==> src/rtl/sar_seq_pkg.sv <==
package sar_seq_pkg;

  typedef enum logic [1:0] {
    PH_IDLE  = 2'd0,
    PH_ACQ   = 2'd1,
    PH_CONV  = 2'd2,
    PH_RECOV = 2'd3
  } phase_t;

  localparam int unsigned RECOV_TICKS = 2;
  localparam int unsigned ACQ_MAX     = 20;

  // 0,2,4,6,8 for codes 0..4, then 12,16,20
  function automatic int unsigned acq_ticks(input logic [2:0] sel);
    int unsigned s;
    s = int'(sel);
    if (s <= 4) return 2 * s;
    return 4 * (s - 2);
  endfunction

endpackage

==> src/rtl/sar_acq_decode.sv <==
module sar_acq_decode #(
  parameter int CNT_W = 5
) (
  input  logic [2:0]       sel,
  output logic [CNT_W-1:0] ticks
);
  assign ticks = CNT_W'(sar_seq_pkg::acq_ticks(sel));
endmodule

==> src/rtl/sar_approx_reg.sv <==
module sar_approx_reg #(
  parameter int N = 10
) (
  input  logic         clk,
  input  logic         rst,
  input  logic         load,
  input  logic         step,
  input  logic         cmp_in,
  output logic [N-1:0] code,
  output logic [N-1:0] decided,
  output logic [N-1:0] partial
);
  localparam logic [N-1:0] TOP_BIT = {1'b1, {(N-1){1'b0}}};

  logic [N-1:0] trial;

  assign partial = code & ~trial;
  assign decided = cmp_in ? code : partial;

  always_ff @(posedge clk) begin
    if (rst) begin
      code  <= '0;
      trial <= '0;
    end else if (load) begin
      code  <= TOP_BIT;
      trial <= TOP_BIT;
    end else if (step) begin
      code  <= decided | (trial >> 1);
      trial <= trial >> 1;
    end
  end
endmodule

==> src/rtl/sar_seq.sv <==
module sar_seq #(
  parameter int RES_BITS = 10
) (
  input  logic                clk,
  input  logic                rst,
  input  logic                adc_en,
  input  logic                go_wr,
  input  logic                go_wdata,
  input  logic [2:0]          acq_sel,
  input  logic                cont_mode,
  input  logic                tad_tick,
  input  logic                cmp_in,
  input  logic                flag_clr,
  output logic                busy,
  output logic                hold_connect,
  output logic [RES_BITS-1:0] dac_code,
  output logic [RES_BITS-1:0] result,
  output logic                done_flag
);
  import sar_seq_pkg::*;

  localparam int CNT_MAX = (int'(ACQ_MAX) > RES_BITS) ? int'(ACQ_MAX) : RES_BITS;
  localparam int CNT_W   = $clog2(CNT_MAX + 1);
  localparam logic [CNT_W-1:0] LAST_STEP = CNT_W'(RES_BITS);
  localparam logic [CNT_W-1:0] ONE       = CNT_W'(1);
  localparam logic [CNT_W-1:0] REC_LEN   = CNT_W'(RECOV_TICKS);

  phase_t ph_q, ph_n;
  logic [CNT_W-1:0] cnt_q, cnt_n, acq_len;
  logic busy_q, busy_n, chain_q, chain_n, en_q, hold_q, flag_q;
  logic sar_load, sar_step, res_we;
  logic [RES_BITS-1:0] res_q, res_d, code, decided, partial;
  logic wr_set, wr_clr, start_ok;

  sar_acq_decode #(.CNT_W(CNT_W)) i_dec (.sel(acq_sel), .ticks(acq_len));

  sar_approx_reg #(.N(RES_BITS)) i_sar (
    .clk(clk), .rst(rst), .load(sar_load), .step(sar_step), .cmp_in(cmp_in),
    .code(code), .decided(decided), .partial(partial)
  );

  assign wr_set   = go_wr && go_wdata;
  assign wr_clr   = go_wr && !go_wdata;
  assign start_ok = wr_set && adc_en && en_q;

  always_comb begin
    ph_n     = ph_q;
    cnt_n    = cnt_q;
    busy_n   = busy_q;
    chain_n  = chain_q;
    sar_load = 1'b0;
    sar_step = 1'b0;
    res_we   = 1'b0;
    res_d    = partial;
    unique case (ph_q)
      PH_IDLE: begin
        if (start_ok) begin
          busy_n = 1'b1;
          if (acq_len == '0) begin
            ph_n = PH_CONV; cnt_n = '0; sar_load = 1'b1;
          end else begin
            ph_n = PH_ACQ; cnt_n = acq_len;
          end
        end
      end
      PH_ACQ: begin
        if (wr_clr) begin
          busy_n = 1'b0; ph_n = PH_IDLE;
        end else if (tad_tick) begin
          if (cnt_q == ONE) begin
            ph_n = PH_CONV; cnt_n = '0; sar_load = 1'b1;
          end else begin
            cnt_n = cnt_q - ONE;
          end
        end
      end
      PH_CONV: begin
        if (wr_clr) begin
          res_we = 1'b1; res_d = partial; busy_n = 1'b0;
          ph_n = PH_RECOV; cnt_n = REC_LEN; chain_n = 1'b0;
        end else if (tad_tick) begin
          if (cnt_q == LAST_STEP) begin
            res_we = 1'b1; res_d = decided; busy_n = 1'b0;
            ph_n = PH_RECOV; cnt_n = REC_LEN; chain_n = 1'b1;
          end else begin
            sar_step = (cnt_q != '0);
            cnt_n    = cnt_q + ONE;
          end
        end
      end
      PH_RECOV: begin
        if (start_ok) busy_n = 1'b1;
        if (wr_clr)   busy_n = 1'b0;
        if (tad_tick) begin
          if (cnt_q == ONE) begin
            if (busy_n || (chain_q && cont_mode)) begin
              busy_n = 1'b1;
              if (acq_len == '0) begin
                ph_n = PH_CONV; cnt_n = '0; sar_load = 1'b1;
              end else begin
                ph_n = PH_ACQ; cnt_n = acq_len;
              end
            end else begin
              ph_n = PH_IDLE;
            end
          end else begin
            cnt_n = cnt_q - ONE;
          end
        end
      end
      default: ph_n = PH_IDLE;
    endcase
    if (!adc_en) begin
      ph_n = PH_IDLE; cnt_n = '0; busy_n = 1'b0; chain_n = 1'b0;
      sar_load = 1'b0; sar_step = 1'b0; res_we = 1'b0;
    end
  end

  always_ff @(posedge clk) begin
    if (rst) begin
      ph_q    <= PH_IDLE;
      cnt_q   <= '0;
      busy_q  <= 1'b0;
      chain_q <= 1'b0;
      en_q    <= 1'b0;
      hold_q  <= 1'b0;
      flag_q  <= 1'b0;
      res_q   <= '0;
    end else begin
      ph_q    <= ph_n;
      cnt_q   <= cnt_n;
      busy_q  <= busy_n;
      chain_q <= chain_n;
      en_q    <= adc_en;
      hold_q  <= adc_en && (ph_n == PH_IDLE || ph_n == PH_ACQ);
      if (res_we) res_q <= res_d;
      if (res_we && busy_q && !wr_clr) flag_q <= 1'b1;
      else if (flag_clr)               flag_q <= 1'b0;
    end
  end

  assign busy         = busy_q;
  assign hold_connect = hold_q;
  assign dac_code     = code;
  assign result       = res_q;
  assign done_flag    = flag_q;

endmodule

==> config.mk <==
export PLATFORM = sky130hd
export DESIGN_NAME = sar_seq
export DESIGN_NICKNAME = d
export VERILOG_FILES = /design/src/rtl/sar_seq_pkg.sv /design/src/rtl/sar_acq_decode.sv /design/src/rtl/sar_approx_reg.sv /design/src/rtl/sar_seq.sv
export SDC_FILE = /design/constraint.sdc
export NUM_CORES = 1
export LEC_CHECK = 0
export BUFFER_PORTS_ARGS = -buffer_cell sky130_fd_sc_hd__buf_2
export CAP_MARGIN = 10
export CELL_PAD_IN_SITES_DETAIL_PLACEMENT = 1
export CELL_PAD_IN_SITES_GLOBAL_PLACEMENT = 2
export CORE_MARGIN = 2
export CORE_UTILIZATION = 30
export CTS_CLUSTER_SIZE = 24
export DETAILED_ROUTE_END_ITERATION = 10
export GPL_TIMING_DRIVEN = 0
export MAX_ROUTING_LAYER = met4
export PLACE_DENSITY_LB_ADDON = 0.1
export SYNTH_ARGS = -nofsm -noshare
export SYNTH_HDL_FRONTEND = slang
export SYNTH_HIERARCHICAL = 1
export SYNTH_SLANG_ARGS = --single-unit
==> constraint.sdc <==
create_clock -name clk -period 2.2 [get_ports clk]
set_input_delay 0.11 -clock clk [delete_from_list [all_inputs] [get_ports clk]]
set_output_delay 0.11 -clock clk [all_outputs]
set_load 0.01 [all_outputs]
==> impl_metrics.py <==
metrics = {
    "placed_design": {
        "place.gp.congestion": 0.787,
        "portBuffers": 34,
        "place_hpwl_mm": 4.92,
        "dp_slack_ps": -390,
    },
    "clocking": {
        "cts_buffers": 5,
        "cts_tree": "done",
        "cts-root-buf": "clkbuf_8",
        "cts-hold-fix-buffers": 0,
        "clock_latency_ps": 300,
        "clk_pin_slew_ps": 90,
        "htree_levels": 2,
        "cts.sinks": 42,
        "cts_max_path_buffers": 2,
    },
    "outcome": {
        "status": "complete, but fails checks",
        "violations": "negative setup slack",
    },
    "drt": {
        "drtIter0Drc": 46,
        "routedWlPerCell_um": 15.6,
        "first_pass_iters": 5,
        "vias": 2237,
        "dr_wl_met3_um": 257,
        "ant_nets": 0,
        "wl_met1_mm": 3.85,
        "wl_met2_mm": 2.84,
        "drc": 0,
        "viasPerCell": 4.99,
        "maxUsedRoutingLayer": "met4",
        "wl_mm": 7.00,
    },
    "setup_path": {
        "critPathMaxFanout": 6,
        "r2r_slack_ps": -130,
        "crit_type": "reg -> reg",
        "cp_data_arrival_time_ps": 2530,
        "startpoint_type": "flip-flop",
        "cp.required_ps": 2400,
        "endpoint_kind": "flip-flop",
    },
    "logic_synthesis": {
        "synth_common_cells": "42 x dfxtp_1, 32 x nor2_1, 29 x a21oi_1",
        "synth-async-reset-ratio": 0,
        "synthCells": 289,
        "ys_seq_area_frac": 0.356,
        "synth_top_cell_by_area": "dfxtp_1",
        "syn_area_per_cell_um2": 8.17,
        "synth_fp_nets": 306,
        "synth_top_area_frac": 0.356,
        "yosys_warnings": 6,
        "synth.distinct_cells": 61,
        "synth_most_common_cell": "dfxtp_1",
        "synth_ff_type": "dfxtp_1",
        "netlist_top_cells_area": "dfxtp_1 36%, a21oi_1 6.1%, nor2_1 5.1%",
        "synth-edff-count": 0,
        "synth_area_um2": 2360,
        "ys_seq_elements": 42,
    },
    "sta": {
        "fin_ws_ps": -134,
        "hold_violations": 0,
        "fin_crit_sh": 1.06,
        "period_minus_slack_ps": 2330,
        "rsz0062_at_grt": "yes",
        "max_freq_mhz": 428,
        "drv_slew": 0,
        "clock_skew_ps": 5.28,
        "setup-violations-final": 18,
    },
    "power": {
        "leakagePower_nw": 1.24,
        "powerDensity_nw_per_um2": 533,
        "peakVddDrop_v": 0.000328,
        "power_frac_seq": 0.476,
        "p_clk_frac": 0.384,
        "p_sw_mw": 0.431,
        "power.internal_mw": 1.23,
        "combPwrFrac": 0.139,
        "switching_share": 0.260,
        "power.total_mw": 1.66,
    },
    "finish": {
        "seq_area_um2": 848,
        "nFillCells": 941,
        "drive_above_1_share": 0.335,
        "nets": 362,
        "syn_to_final_growth_pct": 31.5,
        "antennaDiodeCount": 0,
        "multi_input_area_um2": 1490,
    },
    "worst_hold_path": {
        "min_path_type": "in -> reg",
    },
    "grt": {
        "grt_max_degree": 15,
        "antenna_found_initial": 0,
        "overflow": 0,
        "grt_pass1_vias": 2165,
        "grt_pass1_wl_mm": 11.2,
        "grt_usage": 0.171,
    },
    "die": {
        "io_pins": 35,
        "dieHeight_um": 92.7,
        "die-area_um2": 8600,
        "die_w_um": 92.7,
        "rows": 32,
        "core_um2": 7690,
        "start_util": 0.307,
    },
    "job": {
        "drv_cap": 0,
    },
}
==> cell type report <==
class                           instances  share of cell area
Multi-Input combinational cell        213               0.479
Sequential cell                        42               0.273
Timing Repair Buffer                   51               0.108
Buffer                                 16              0.0427
Tap cell                              102              0.0411
Clock buffer                            5              0.0222
Inverter                               16              0.0201
Clock inverter                          3              0.0141
==> repair_timing <==
action / in CTS / in global routing
pin swaps: 4 / 5
resized for setup: 22 / 19
endpoints found under the setup margin: 20 / 30
buffers inserted: 12 / 5
gates cloned: 1 / 0
==> worst max-delay path, stage by stage (launching register included) <==
cell     delay, ps
dfxtp_4        370
inv_4           60
ha_4           120
or4b_4         480
or2_4          270
nor4b_2        240
o21a_1         170
or2_1          120
buf_6          150
buf_8          120
o21ba_4        140
==> power by group through the flow <==
stage	Sequential (mW)	Combinational, mW	Clock [mW]
finish	0.789	0.231	0.637
global route	0.792	0.253	0.692
CTS	0.790	0.217	0.664
detailed placement	0.810	0.191	0
global placement	0.809	0.188	0
floorplan	0.817	0.113	0
==> metal layers <==
layer  up-vias  track usage
li1       1129            -
met1      1062        0.255
met2        42        0.244
met3         4       0.0277
met4         0       0.0331
met5         -            -
==> cell families (layout without fill, tap and decap cells) <==
group                      after synthesis  in the layout  share of synthesized area
muxes                                   11             11                     0.0487
other                                    1              1                    0.00159
AOI/OAI and AO/OA                       90             90                      0.263
xor gates and xnor gates                 3              3                     0.0111
adders and majority gates                5              5                     0.0265
DFF                                     42             42                      0.356
buffers and inverters                   34             91                     0.0726
and+or+nand+nor                        103            103                      0.220
==> layout by cell type (no fill, tap or decap), drive strengths merged, types with 13 or more instances in the layout <==
cell type / instances
a211oi: 13
a21oi: 29
inv: 17
dfxtp: 42
o21ai: 15
nand2: 25
nor2: 32
buf: 62
==> per-stage QoR <==
| stage | utilization | area, um2 | instances | hold WS [ps] | setup TNS [ps] |
|---|---|---|---|---|---|
| floorplan | - | 2390 | 289 | 182 | -480 |
| global placement | 0.349 | 2690 | 425 | 359 | -6180 |
| detailed placement | 0.349 | 2690 | 425 | 364 | -6180 |
| CTS | 0.389 | 2990 | 444 | 41.7 | -2310 |
| global route | 0.404 | 3110 | 448 | 60.7 | -2170 |
| finish | 0.404 | 3110 | 448 | 49.5 | -1190 |
==> worst paths after layout <==
check                               startpoint             end  cells past startpoint
worst max-delay path                  cnt_q[1]   i_sar/code[5]                     10
worst min-delay path                       rst  i_sar/trial[9]                      2
worst max register to register        cnt_q[1]   i_sar/code[5]                     10
worst min register to register  i_sar/trial[0]  i_sar/trial[0]                      2
==> registers in the layout, indices dropped and copies added, names as in the netlist <==
name and count:
busy 1, chain_q 1, cnt_q 5, done_flag 1, en_q 1, hold_connect 1
i_sar/code 10, i_sar/trial 10, ph_q 2, result 10
Note: power is estimated with default switching activity, not from simulation.
